[src/rtl/vattr_pkg.sv]
`timescale 1ns/1ps
package vattr_pkg;
    typedef enum logic [1:0] {
        CSR_IMAP  = 2'd0,
        CSR_FMAP  = 2'd1,
        CSR_ENTRY = 2'd2
    } csr_kind_e;

    // Field positions of a table entry inside the 32-bit write data.
    localparam int WD_VALID_BIT = 31;
    localparam int WD_FILE_BIT  = 30;
    localparam int WD_REG_LSB   = 16;
    localparam int WD_BW_LSB    = 8;
    localparam int WD_LEN_LSB   = 0;

    localparam logic [1:0] BW_DEFAULT = 2'd0;
endpackage

[src/rtl/vattr_cfg_regs.sv]
`timescale 1ns/1ps
module vattr_cfg_regs
    import vattr_pkg::*;
#(
    parameter int NREG      = 32,
    parameter int NENT      = 2,
    parameter int REG_W     = 5,
    parameter int LEN_W     = 8,
    parameter int ENT_IDX_W = 1,
    localparam int ENT_W    = 2 + REG_W + 2 + LEN_W
) (
    input  logic                    clk,
    input  logic                    rst_n,
    input  logic                    csr_we,
    input  logic [1:0]              csr_kind,
    input  logic [ENT_IDX_W-1:0]    csr_entry,
    input  logic [31:0]             csr_wdata,
    output logic [NREG-1:0]         imap_o,
    output logic [NREG-1:0]         fmap_o,
    output logic [NENT*ENT_W-1:0]   tab_o
);
    typedef struct packed {
        logic [NREG-1:0]       imap;
        logic [NREG-1:0]       fmap;
        logic [NENT*ENT_W-1:0] tab;
    } cfg_t;

    cfg_t cfg_d, cfg_q;
    logic [ENT_W-1:0] new_ent;

    always_comb begin
        new_ent = {csr_wdata[WD_VALID_BIT], csr_wdata[WD_FILE_BIT],
                   csr_wdata[WD_REG_LSB +: REG_W], csr_wdata[WD_BW_LSB +: 2],
                   csr_wdata[WD_LEN_LSB +: LEN_W]};
        cfg_d = cfg_q;
        if (csr_we) begin
            case (csr_kind)
                CSR_IMAP: cfg_d.imap = csr_wdata[NREG-1:0];
                CSR_FMAP: cfg_d.fmap = csr_wdata[NREG-1:0];
                CSR_ENTRY: begin
                    for (int e = 0; e < NENT; e++) begin
                        if (csr_entry == ENT_IDX_W'(e))
                            cfg_d.tab[e*ENT_W +: ENT_W] = new_ent;
                    end
                end
                default: ;
            endcase
        end
    end

    always_ff @(posedge clk or negedge rst_n) begin
        if (!rst_n) cfg_q <= '0;
        else        cfg_q <= cfg_d;
    end

    assign imap_o = cfg_q.imap;
    assign fmap_o = cfg_q.fmap;
    assign tab_o  = cfg_q.tab;

    assert_imap_write_R11: assert property (@(posedge clk) disable iff (!rst_n)
        (csr_we && csr_kind == CSR_IMAP) |=> imap_o == $past(csr_wdata[NREG-1:0]));
    assert_fmap_write_R11: assert property (@(posedge clk) disable iff (!rst_n)
        (csr_we && csr_kind == CSR_FMAP) |=> fmap_o == $past(csr_wdata[NREG-1:0]));
    assert_hold_no_write_R11: assert property (@(posedge clk) disable iff (!rst_n)
        !csr_we |=> $stable(cfg_q));
endmodule

[src/rtl/vattr_operand_resolve.sv]
`timescale 1ns/1ps
module vattr_operand_resolve
    import vattr_pkg::*;
#(
    parameter int NREG   = 32,
    parameter int NENT   = 2,
    parameter int REG_W  = 5,
    parameter int LEN_W  = 8,
    localparam int ENT_W = 2 + REG_W + 2 + LEN_W
) (
    input  logic                  clk,
    input  logic                  rst_n,
    input  logic                  op_use,
    input  logic                  op_file,
    input  logic [REG_W-1:0]      op_reg,
    input  logic [NREG-1:0]       imap,
    input  logic [NREG-1:0]       fmap,
    input  logic [NENT*ENT_W-1:0] tab,
    output logic [LEN_W-1:0]      len_o,
    output logic [1:0]            bw_o,
    output logic                  vec_o
);
    logic             marked;
    logic             hit;
    logic [ENT_W-1:0] ent;

    always_comb begin
        marked = op_file ? fmap[op_reg] : imap[op_reg];
        hit    = 1'b0;
        len_o  = LEN_W'(1);
        bw_o   = BW_DEFAULT;
        ent    = '0;
        // Lowest index wins: later entries are skipped once one has hit.
        for (int e = 0; e < NENT; e++) begin
            ent = tab[e*ENT_W +: ENT_W];
            if (!hit && ent[ENT_W-1] && (ent[ENT_W-2] == op_file) &&
                (ent[LEN_W+2 +: REG_W] == op_reg)) begin
                hit   = 1'b1;
                len_o = ent[LEN_W-1:0];
                bw_o  = ent[LEN_W +: 2];
            end
        end
        if (!(op_use && marked)) begin
            len_o = LEN_W'(1);
            bw_o  = BW_DEFAULT;
        end
        vec_o = op_use && marked;
    end

    assert_unmarked_scalar_R4: assert property (@(posedge clk) disable iff (!rst_n)
        !vec_o |-> (len_o == LEN_W'(1) && bw_o == BW_DEFAULT));
endmodule

[src/rtl/vattr_classify.sv]
`timescale 1ns/1ps
module vattr_classify
    import vattr_pkg::*;
#(
    parameter int NOPS  = 3,
    parameter int LEN_W = 8
) (
    input  logic                  clk,
    input  logic                  rst_n,
    input  logic [NOPS-1:0]       op_use,
    input  logic [NOPS*LEN_W-1:0] lens,
    input  logic [NOPS*2-1:0]     bws,
    output logic                  passthru_o,
    output logic                  vector_o,
    output logic                  packed_o,
    output logic                  fault_o
);
    logic [LEN_W-1:0] li, lj, ld;

    always_comb begin
        vector_o = 1'b0;
        packed_o = 1'b0;
        fault_o  = 1'b0;
        li = '0;
        lj = '0;
        ld = lens[LEN_W-1:0];
        for (int i = 0; i < NOPS; i++) begin
            li = lens[i*LEN_W +: LEN_W];
            if (op_use[i] && li > LEN_W'(1))       vector_o = 1'b1;
            if (op_use[i] && bws[i*2 +: 2] != BW_DEFAULT) packed_o = 1'b1;
        end
        // Source pairs: both vectors must agree on length.
        for (int i = 1; i < NOPS; i++) begin
            for (int j = i + 1; j < NOPS; j++) begin
                li = lens[i*LEN_W +: LEN_W];
                lj = lens[j*LEN_W +: LEN_W];
                if (op_use[i] && op_use[j] && li > LEN_W'(1) &&
                    lj > LEN_W'(1) && li != lj)
                    fault_o = 1'b1;
            end
        end
        // Vector destination must be at least as long as every source.
        if (op_use[0] && ld > LEN_W'(1)) begin
            for (int i = 1; i < NOPS; i++) begin
                li = lens[i*LEN_W +: LEN_W];
                if (op_use[i] && li > ld) fault_o = 1'b1;
            end
        end
        passthru_o = !vector_o && !packed_o;
    end

    assert_fault_implies_vector_R8: assert property (@(posedge clk) disable iff (!rst_n)
        fault_o |-> vector_o);
    assert_passthru_exclusive_R7: assert property (@(posedge clk) disable iff (!rst_n)
        $countones({passthru_o, vector_o || packed_o}) == 1);
endmodule

[src/rtl/vattr_lookup.sv]
`timescale 1ns/1ps
module vattr_lookup
    import vattr_pkg::*;
#(
    parameter int NREG       = 32,
    parameter int NENT       = 2,
    parameter int NOPS       = 3,
    localparam int REG_W     = $clog2(NREG),
    localparam int LEN_W     = (NREG <= 16) ? 7 : 8,
    localparam int ENT_IDX_W = (NENT > 1) ? $clog2(NENT) : 1
) (
    input  logic                  clk,
    input  logic                  rst_n,
    input  logic                  csr_we,
    input  logic [1:0]            csr_kind,
    input  logic [ENT_IDX_W-1:0]  csr_entry,
    input  logic [31:0]           csr_wdata,
    input  logic                  op_file,
    input  logic [NOPS-1:0]       op_use,
    input  logic [NOPS*REG_W-1:0] op_reg,
    output logic [NOPS*LEN_W-1:0] op_len,
    output logic [NOPS*2-1:0]     op_bw,
    output logic [NOPS-1:0]       op_vec,
    output logic                  mode_passthru,
    output logic                  mode_vector,
    output logic                  mode_packed,
    output logic                  len_fault
);
    localparam int ENT_W = 2 + REG_W + 2 + LEN_W;

    logic [NREG-1:0]       imap, fmap;
    logic [NENT*ENT_W-1:0] tab;

    vattr_cfg_regs #(
        .NREG(NREG), .NENT(NENT), .REG_W(REG_W), .LEN_W(LEN_W), .ENT_IDX_W(ENT_IDX_W)
    ) u_cfg (
        .clk(clk), .rst_n(rst_n), .csr_we(csr_we), .csr_kind(csr_kind),
        .csr_entry(csr_entry), .csr_wdata(csr_wdata),
        .imap_o(imap), .fmap_o(fmap), .tab_o(tab)
    );

    for (genvar g = 0; g < NOPS; g++) begin : g_op
        vattr_operand_resolve #(
            .NREG(NREG), .NENT(NENT), .REG_W(REG_W), .LEN_W(LEN_W)
        ) u_res (
            .clk(clk), .rst_n(rst_n), .op_use(op_use[g]), .op_file(op_file),
            .op_reg(op_reg[g*REG_W +: REG_W]), .imap(imap), .fmap(fmap), .tab(tab),
            .len_o(op_len[g*LEN_W +: LEN_W]), .bw_o(op_bw[g*2 +: 2]), .vec_o(op_vec[g])
        );

        assert_unused_default_R10: assert property (@(posedge clk) disable iff (!rst_n)
            !op_use[g] |-> (op_len[g*LEN_W +: LEN_W] == LEN_W'(1) &&
                            op_bw[g*2 +: 2] == BW_DEFAULT && !op_vec[g]));
    end

    vattr_classify #(.NOPS(NOPS), .LEN_W(LEN_W)) u_cls (
        .clk(clk), .rst_n(rst_n), .op_use(op_use), .lens(op_len), .bws(op_bw),
        .passthru_o(mode_passthru), .vector_o(mode_vector),
        .packed_o(mode_packed), .fault_o(len_fault)
    );

    logic all_scalar_default;
    always_comb begin
        all_scalar_default = 1'b1;
        for (int i = 0; i < NOPS; i++)
            if (op_len[i*LEN_W +: LEN_W] != LEN_W'(1) || op_bw[i*2 +: 2] != BW_DEFAULT)
                all_scalar_default = 1'b0;
    end

    assert_passthru_defaults_R6: assert property (@(posedge clk) disable iff (!rst_n)
        mode_passthru |-> all_scalar_default);
    assert_long_needs_flag_R7: assert property (@(posedge clk) disable iff (!rst_n)
        !mode_vector |-> !len_fault);
endmodule

[config.mk]
export PLATFORM = sky130hd
export DESIGN_NAME = vattr_lookup
export DESIGN_NICKNAME = d
export VERILOG_FILES = /design/src/rtl/vattr_pkg.sv /design/src/rtl/vattr_cfg_regs.sv /design/src/rtl/vattr_operand_resolve.sv /design/src/rtl/vattr_classify.sv /design/src/rtl/vattr_lookup.sv
export SDC_FILE = /design/constraint.sdc
export NUM_CORES = 1
export LEC_CHECK = 0
export BUFFER_PORTS_ARGS = -buffer_cell sky130_fd_sc_hd__buf_2
export CORE_MARGIN = 5
export CORE_UTILIZATION = 48
export DETAILED_ROUTE_END_ITERATION = 10
export PLACE_DENSITY = 0.68
export SETUP_SLACK_MARGIN = 0.2
export SYNTH_ARGS = -nofsm -noshare
export SYNTH_HDL_FRONTEND = slang
export SYNTH_SLANG_ARGS = --single-unit
[constraint.sdc]
create_clock -name clk -period 10.45 [get_ports clk]
set_input_delay 2.6125 -clock clk [delete_from_list [all_inputs] [get_ports clk]]
set_output_delay 2.6125 -clock clk [all_outputs]
set_load 0.1 [all_outputs]
==> metrics.yaml, run 1 <==
synthesis:
  synth_cell_types: 59
  synthesis.nets: 706
  netlist_area_mm2: 0.00717
  synth_top_area_frac: 0.342
  synthCells: 633
  synth_top_area_cell: "dfrtp_1"
  ys_async_sr_fraction: 1.00
  ys_warn_count: 0
  synth_edf_count: 0
  synthTopCellsByArea: "dfrtp_1, mux2_2, mux4_2"
  yosysMostFrequentCell: "mux2_2"
  seq_area_frac_synth: 0.342
  synthTopCellsByCount: "mux2_2, dfrtp_1, mux4_2, nand2_1, nor2_1"
  ys_seq_elements: 98
  syn_area_per_cell_um2: 11.3
  synthFlopType: "dfrtp_1"
sta:
  worst_pin_slew_ns: 1.18
  fin_crit_ns: 9.47
  setup_viol: 0
  max_freq_mhz: 106
  maxSlewHeadroom: 0.210
  hold_viol: 0
  rsz0062_at_grt: "no"
  drv_slew: 0
  fin_crit_sh: 0.906
  fin_setup_tns_ns: 0
  clock_skew_ns: 0
worst_hold_path:
  holdPathEnd: "u_cfg.tab_o[33]$_DFFE_PN0P_"
  worstHoldStart: "u_cfg.tab_o[33]$_DFFE_PN0P_"
  min_path_type: "flip-flop to flip-flop"
  hold-path-cell-count: 1
route:
  drtIter0Drc: 585
  drc: 0
  wirelength_um: 20700
  via_per_inst: 6.52
  dr.pass1.iters: 5
  drtAntennaViolNets: 0
  post_drt_wl_per_cell_um: 23.4
  via_count: 5768
clock_network:
  cts_sinks: 98
  hold_buffers: 0
  cts.clk_slew.worst_paths_ns: 0.07
  clock_path_buffers: 2
  cts_tree: "built"
  clkLatencyLatePin_ns: 0.35
  ctsResizeCount: 0
  htreeDepth: 3
  post_cts.repair.setup_buffers: 0
  cts_root_buf: "clkbuf_16"
  cts_buffers: 9
run_status:
  status: "finished, final reports clean"
floorplanning:
  fp.dieW_um: 132
  die_area_mm2: 0.0175
  core_region_area_mm2: 0.0146
  rows: 44
  die_height_um: 132
  ios: 94
  initial_core_util: 0.492
global_routing:
  grt_pass1_wl_um: 33300
  track_usage: 0.238
  grt_overflow: 0
  grt_max_degree: 53
  antenna_found_initial: 0
  grt_pass1_vias: 5876
placed_design:
  port_buffers: 93
  placedCellCount: 868
  gp_congestion: 0.963
  dp_hpwl_um: 15700
  place_area_mm2: 0.00772
layout:
  nets: 768
  diodes: 0
  regArea_mm2: 0.00245
  postLayoutCellArea_mm2: 0.00800
  drive_above_1_share: 0.404
  fill_cells: 1255
  area_growth_pct: 11.5
  multi_input_comb_area_mm2: 0.00439
  fin_cells: 884
critical_path:
  cp_max_fo: 18
  rr_worst_depth: 1
  critPathKind: "primary input to output pin"
  crit_required_ns: 7.84
  r2r-end: "u_cfg.tab_o[3]$_DFFE_PN0P_"
  end_kind: "output pin"
  r2r_setup_slack_ns: 9.48
  reg2reg_from: "u_cfg.tab_o[3]$_DFFE_PN0P_"
  crit_arrival_ns: 6.85
  startpoint_type: "primary input"
power:
  ir_drop_mv: 0.123
  p_leak_uw: 0.00340
  p_per_area_mw_per_mm2: 154
run:
  max_cap_viol_count: 0
## worst max-delay path, stage by stage
cell and delay (ns):
buf_2 0.44, mux4_1 0.63, mux4_2 0.48, mux4_2 0.52
nand2_2 0.14, clkinv_1 0.26, nand2_1 0.22, ha_1 0.28
a21o_1 0.19, a21o_1 0.17, a21oi_1 0.15, o21ai_0 0.10
o211ai_1 0.09, nand2_1 0.08, a21o_1 0.19, buf_2 0.29
## how the worst max path moves through the flow
stage / start / to / slack [ns]
after global routing: op_reg[0] / len_fault / 0.68
after global placement: op_reg[0] / len_fault / 1.16
final: op_reg[0] / len_fault / 0.98
after floorplan: op_reg[11] / len_fault / 0.63
after CTS: op_reg[0] / len_fault / 1.01
after detailed placement: op_reg[0] / len_fault / 1.01
## cells in the final DEF (no fill, tap or decap), types with 5 or more instances in the layout
master	n
nor2_1	34
inv_1	21
mux2_2	99
mux2i_1	8
nand3b_1	5
nand4_1	5
nor2b_1	10
buf_2	92
dfrtp_1	98
nor4_1	7
mux4_2	47
xor2_1	10
a21oi_1	10
o22ai_1	7
ha_1	16
xnor2_1	21
clkbuf_16	9
a21o_1	5
nand2_1	47
a31oi_1	5
nand3_1	10
a22o_1	8
a22oi_1	22
and3_1	5
a221oi_1	6
o21ai_0	15
buf_4	13
or4_1	5
## power breakdown
group	internal (uW)	switching, uW
clock	166	154
sequential	455	117
combinational	187	153
total	807	424
## cell families after synthesis
family,synth area share
xor gates and xnor gates,0.0424
adders and majority gates,0.0279
DFF,0.342
buffers and inverters,0.0515
muxes,0.329
AOI/OAI and AO/OA,0.0993
and+or+nand+nor,0.108
## layer usage
metal,track usage,part of all wire,wire (um),vias up
met5,0,0,0,-
met1,0.316,0.41,8410,2929
li1,-,-,-,2525
met4,0.0888,0.034,702,0
met3,0.0416,0.065,1360,53
met2,0.391,0.49,10300,261
## through the flow
step / util / total power, uW / setup WS (ns) / hold slack, ns
2_1_floorplan: - / 801 / 0.635 / 0.479
3_3_place_gp: 0.529 / 899 / 1.16 / 0.488
3_5_place_dp: 0.529 / 915 / 1.01 / 0.499
4_1_cts: 0.548 / 1240 / 1.01 / 0.514
5_1_grt: 0.548 / 1290 / 0.675 / 0.551
6_report: 0.548 / 1230 / 0.985 / 0.515
## flip-flops by register name (all words and copies together), names as in the netlist
name	flops
u_cfg.imap_o	32
u_cfg.tab_o	34
u_cfg.fmap_o	32
## cell type report
class	instances	share of cell area
Tap cell	184	0.0288
Clock inverter	7	0.00751
Timing Repair Buffer	105	0.0697
Multi-Input combinational cell	459	0.549
Inverter	22	0.0103
Sequential cell	98	0.306
Clock buffer	9	0.0281
(Power assumes the default switching activity.)
==> inputs of run 2 (changes only) <==
--- a/config.mk
+++ b/config.mk
@@ -5,6 +5,7 @@
 export SDC_FILE = /design/constraint.sdc
 export NUM_CORES = 1
 export LEC_CHECK = 0
+export ABC_AREA = 1
 export BUFFER_PORTS_ARGS = -buffer_cell sky130_fd_sc_hd__buf_2
 export CORE_MARGIN = 5
 export CORE_UTILIZATION = 48
==> run 2 against run 1 <==
Sequential cell count unchanged. Clock power about the same. Synthesized cell count rose by 74%. Cell count up 52%. Register-to-register slack improved by 0.15 ns. Routed wire length up 11%. Combinational power shrank 18%. Die area increased by 1.9%. Via count increased by 32%. Non-clock buffer count down 9. Highest routed layer unchanged. Sequential power down 7.5%. Clock-buffer cell count unchanged.
==> metrics.yaml, run 2 <==
synthesis:
  synthesis.nets: 1173
  synthCells: 1100
  synth_top_area_cell: "dfrtp_1"
  netlist_area_mm2: 0.00732
  synth_cell_types: 43
  synth_edf_count: 0
  synth_top_area_frac: 0.335
  ys_warn_count: 0
  yosysMostFrequentCell: "nand2_1"
  ys_seq_elements: 98
  syn_area_per_cell_um2: 6.66
  ys_async_sr_fraction: 1.00
  synthTopCellsByArea: "dfrtp_1, nand2_1, nand3_1"
  synthFlopType: "dfrtp_1"
  seq_area_frac_synth: 0.335
  synthTopCellsByCount: "nand2_1, nand3_1, o21ai_0, dfrtp_1, inv_1"
route:
  dr.pass1.iters: 5
  wirelength_um: 23000
  top_layer: "met4"
  dr_wl_met2_um: 9520
  drtIter0Drc: 858
  drc: 0
  wl_met1_um: 10500
  post_drt_wl_per_cell_um: 17.1
  wl_met3_um: 2320
  via_count: 7628
  via_per_inst: 5.68
  drtAntennaViolNets: 0
clock_network:
  clkLatencyLatePin_ns: 0.35
  hold_buffers: 0
  post_cts.repair.setup_buffers: 0
  htreeDepth: 3
  cts_root_buf: "clkbuf_16"
  cts_tree: "built"
  cts.clk_slew.worst_paths_ns: 0.07
  cts_sinks: 98
  clock_path_buffers: 2
  ctsResizeCount: 0
  cts_buffers: 9
sta:
  fin_crit_sh: 0.883
  max_freq_mhz: 108
  clock_skew_ns: 0
  worst_pin_slew_ns: 1.17
  fin_ws_ns: 1.22
  drv_slew: 0
  rsz0062_at_grt: "no"
  fin_setup_tns_ns: 0
  hold_viol: 0
  maxSlewHeadroom: 0.218
  fin_crit_ns: 9.23
  setup_viol: 0
power:
  pwr-share-clk: 0.283
  p_seq_frac: 0.470
  p_per_area_mw_per_mm2: 141
  switching_share: 0.375
  p_comb_frac: 0.247
  finalPower_uw: 1130
  p_leak_uw: 0.00416
  power.switching_uw: 422
  p_int_uw: 704
  ir_drop_mv: 0.0912
layout:
  post-route-util: 0.527
  layout_commonest_cell: "nand2_1"
  fin_cells: 1342
  drive_above_1_share: 0.136
  largest_reg_flops: 34
  fill_cells: 1592
  diodes: 0
  layout_common_cells: "nand2_1, nand3_1, o21ai_0"
  nets: 1222
  area_growth_pct: 8.70
global_routing:
  grt_pass1_vias: 6797
  grt_max_degree: 70
  grt_overflow: 0
  grt_pass1_wl_um: 36500
  antenna_found_initial: 0
  track_usage: 0.256
critical_path:
  crit_required_ns: 7.84
  crit_arrival_ns: 6.61
  startpoint_type: "primary input"
  critPathKind: "primary input to output pin"
  end_kind: "output pin"
  cp_max_fo: 35
floorplanning:
  die_height_um: 133
  ios: 94
  rows: 45
  core_region_area_mm2: 0.0151
  die_area_mm2: 0.0178
  fp.dieW_um: 133
  initial_core_util: 0.485
run:
  max_cap_viol_count: 0
placed_design:
  dp_hpwl_um: 16900
  gp_congestion: 0.995
  post-place-ws_ns: 1.35
  placedCellCount: 1326
  port_buffers: 93
worst_hold_path:
  min_path_type: "flip-flop to flip-flop"
run_status:
  status: "finished, final reports clean"
[run 2: worst max-delay path, stage by stage]
cell and delay [ns]:
buf_2 0.30, inv_2 0.46, nand2_1 0.10, nand3_1 0.09, nand2_1 0.05, a21oi_1 0.12
o31ai_1 0.10, nand3_1 0.12, nand3_1 0.13, a21boi_2 0.56, o21ai_0 0.34, ha_1 0.28
nor2_1 0.10, nor2_1 0.04, o21ai_0 0.17, nand4_1 0.11, o211a_1 0.12, o22ai_1 0.15
o21ai_0 0.12, nand2_1 0.08, buf_2 0.42
[run 2: layer usage]
| metal | vias to the layer above | track usage |
|---|---|---|
| met3 | 53 | 0.0502 |
| li1 | 3715 | - |
| met5 | - | 0 |
| met1 | 3472 | 0.385 |
| met4 | 0 | 0.0840 |
| met2 | 388 | 0.366 |
[run 2: final cells by class]
class,count,area (um^2),area share
multi-input cells,846,4130,0.518
flip-flops and latches,98,2450,0.308
repair buffers,96,490,0.0616
inverters,98,375,0.0472
well taps,188,235,0.0296
clock buffers,9,225,0.0283
clock inverters,7,53.8,0.00676
[run 2: cell families (layout without fill, tap and decap cells)]
logic type                 Yosys count  after routing  share of synthesized area
AOI/OAI and AO/OA                  198            198                      0.149
xor gates and xnor gates            22             22                     0.0273
adders and majority gates           16             16                     0.0273
buffers and inverters              156            210                      0.103
DFF                                 98             98                      0.335
and+or+nand+nor                    610            610                      0.359
[run 2: power groups by stage]
stage / clock [uW] / combinational [uW] / sequential [uW]
final: 318 / 278 / 529
after global routing: 339 / 316 / 538
after CTS: 324 / 277 / 527
after detailed placement: 0 / 276 / 533
after global placement: 0 / 270 / 533
after floorplan: 0 / 216 / 501
[run 2: metrics by stage]
| stage | instance area [um^2] | hold slack (ns) |
|---|---|---|
| floorplan | 7320 | 0.453 |
| global placement | 7680 | 0.471 |
| detailed placement | 7680 | 0.494 |
| CTS | 7960 | 0.510 |
| global route | 7960 | 0.539 |
| finish | 7960 | 0.511 |
[run 2: worst paths after layout]
check | depth (start not counted) | from | to | slack [ns]
worst max-delay path | 21 | op_reg[0] | len_fault | 1.22
worst min-delay path | 2 | u_cfg.tab_o[2]$_DFFE_PN0P_ | u_cfg.tab_o[2]$_DFFE_PN0P_ | 0.51
worst max register to register | 2 | u_cfg.tab_o[27]$_DFFE_PN0P_ | u_cfg.tab_o[27]$_DFFE_PN0P_ | 9.63
worst min register to register | 2 | u_cfg.tab_o[2]$_DFFE_PN0P_ | u_cfg.tab_o[2]$_DFFE_PN0P_ | 0.51
max in group asynchronous | 2 | rst_n | u_cfg.fmap_o[31]$_DFFE_PN0P_ | 7.04
min in group asynchronous | 1 | rst_n | u_cfg.imap_o[15]$_DFFE_PN0P_ | 2.16
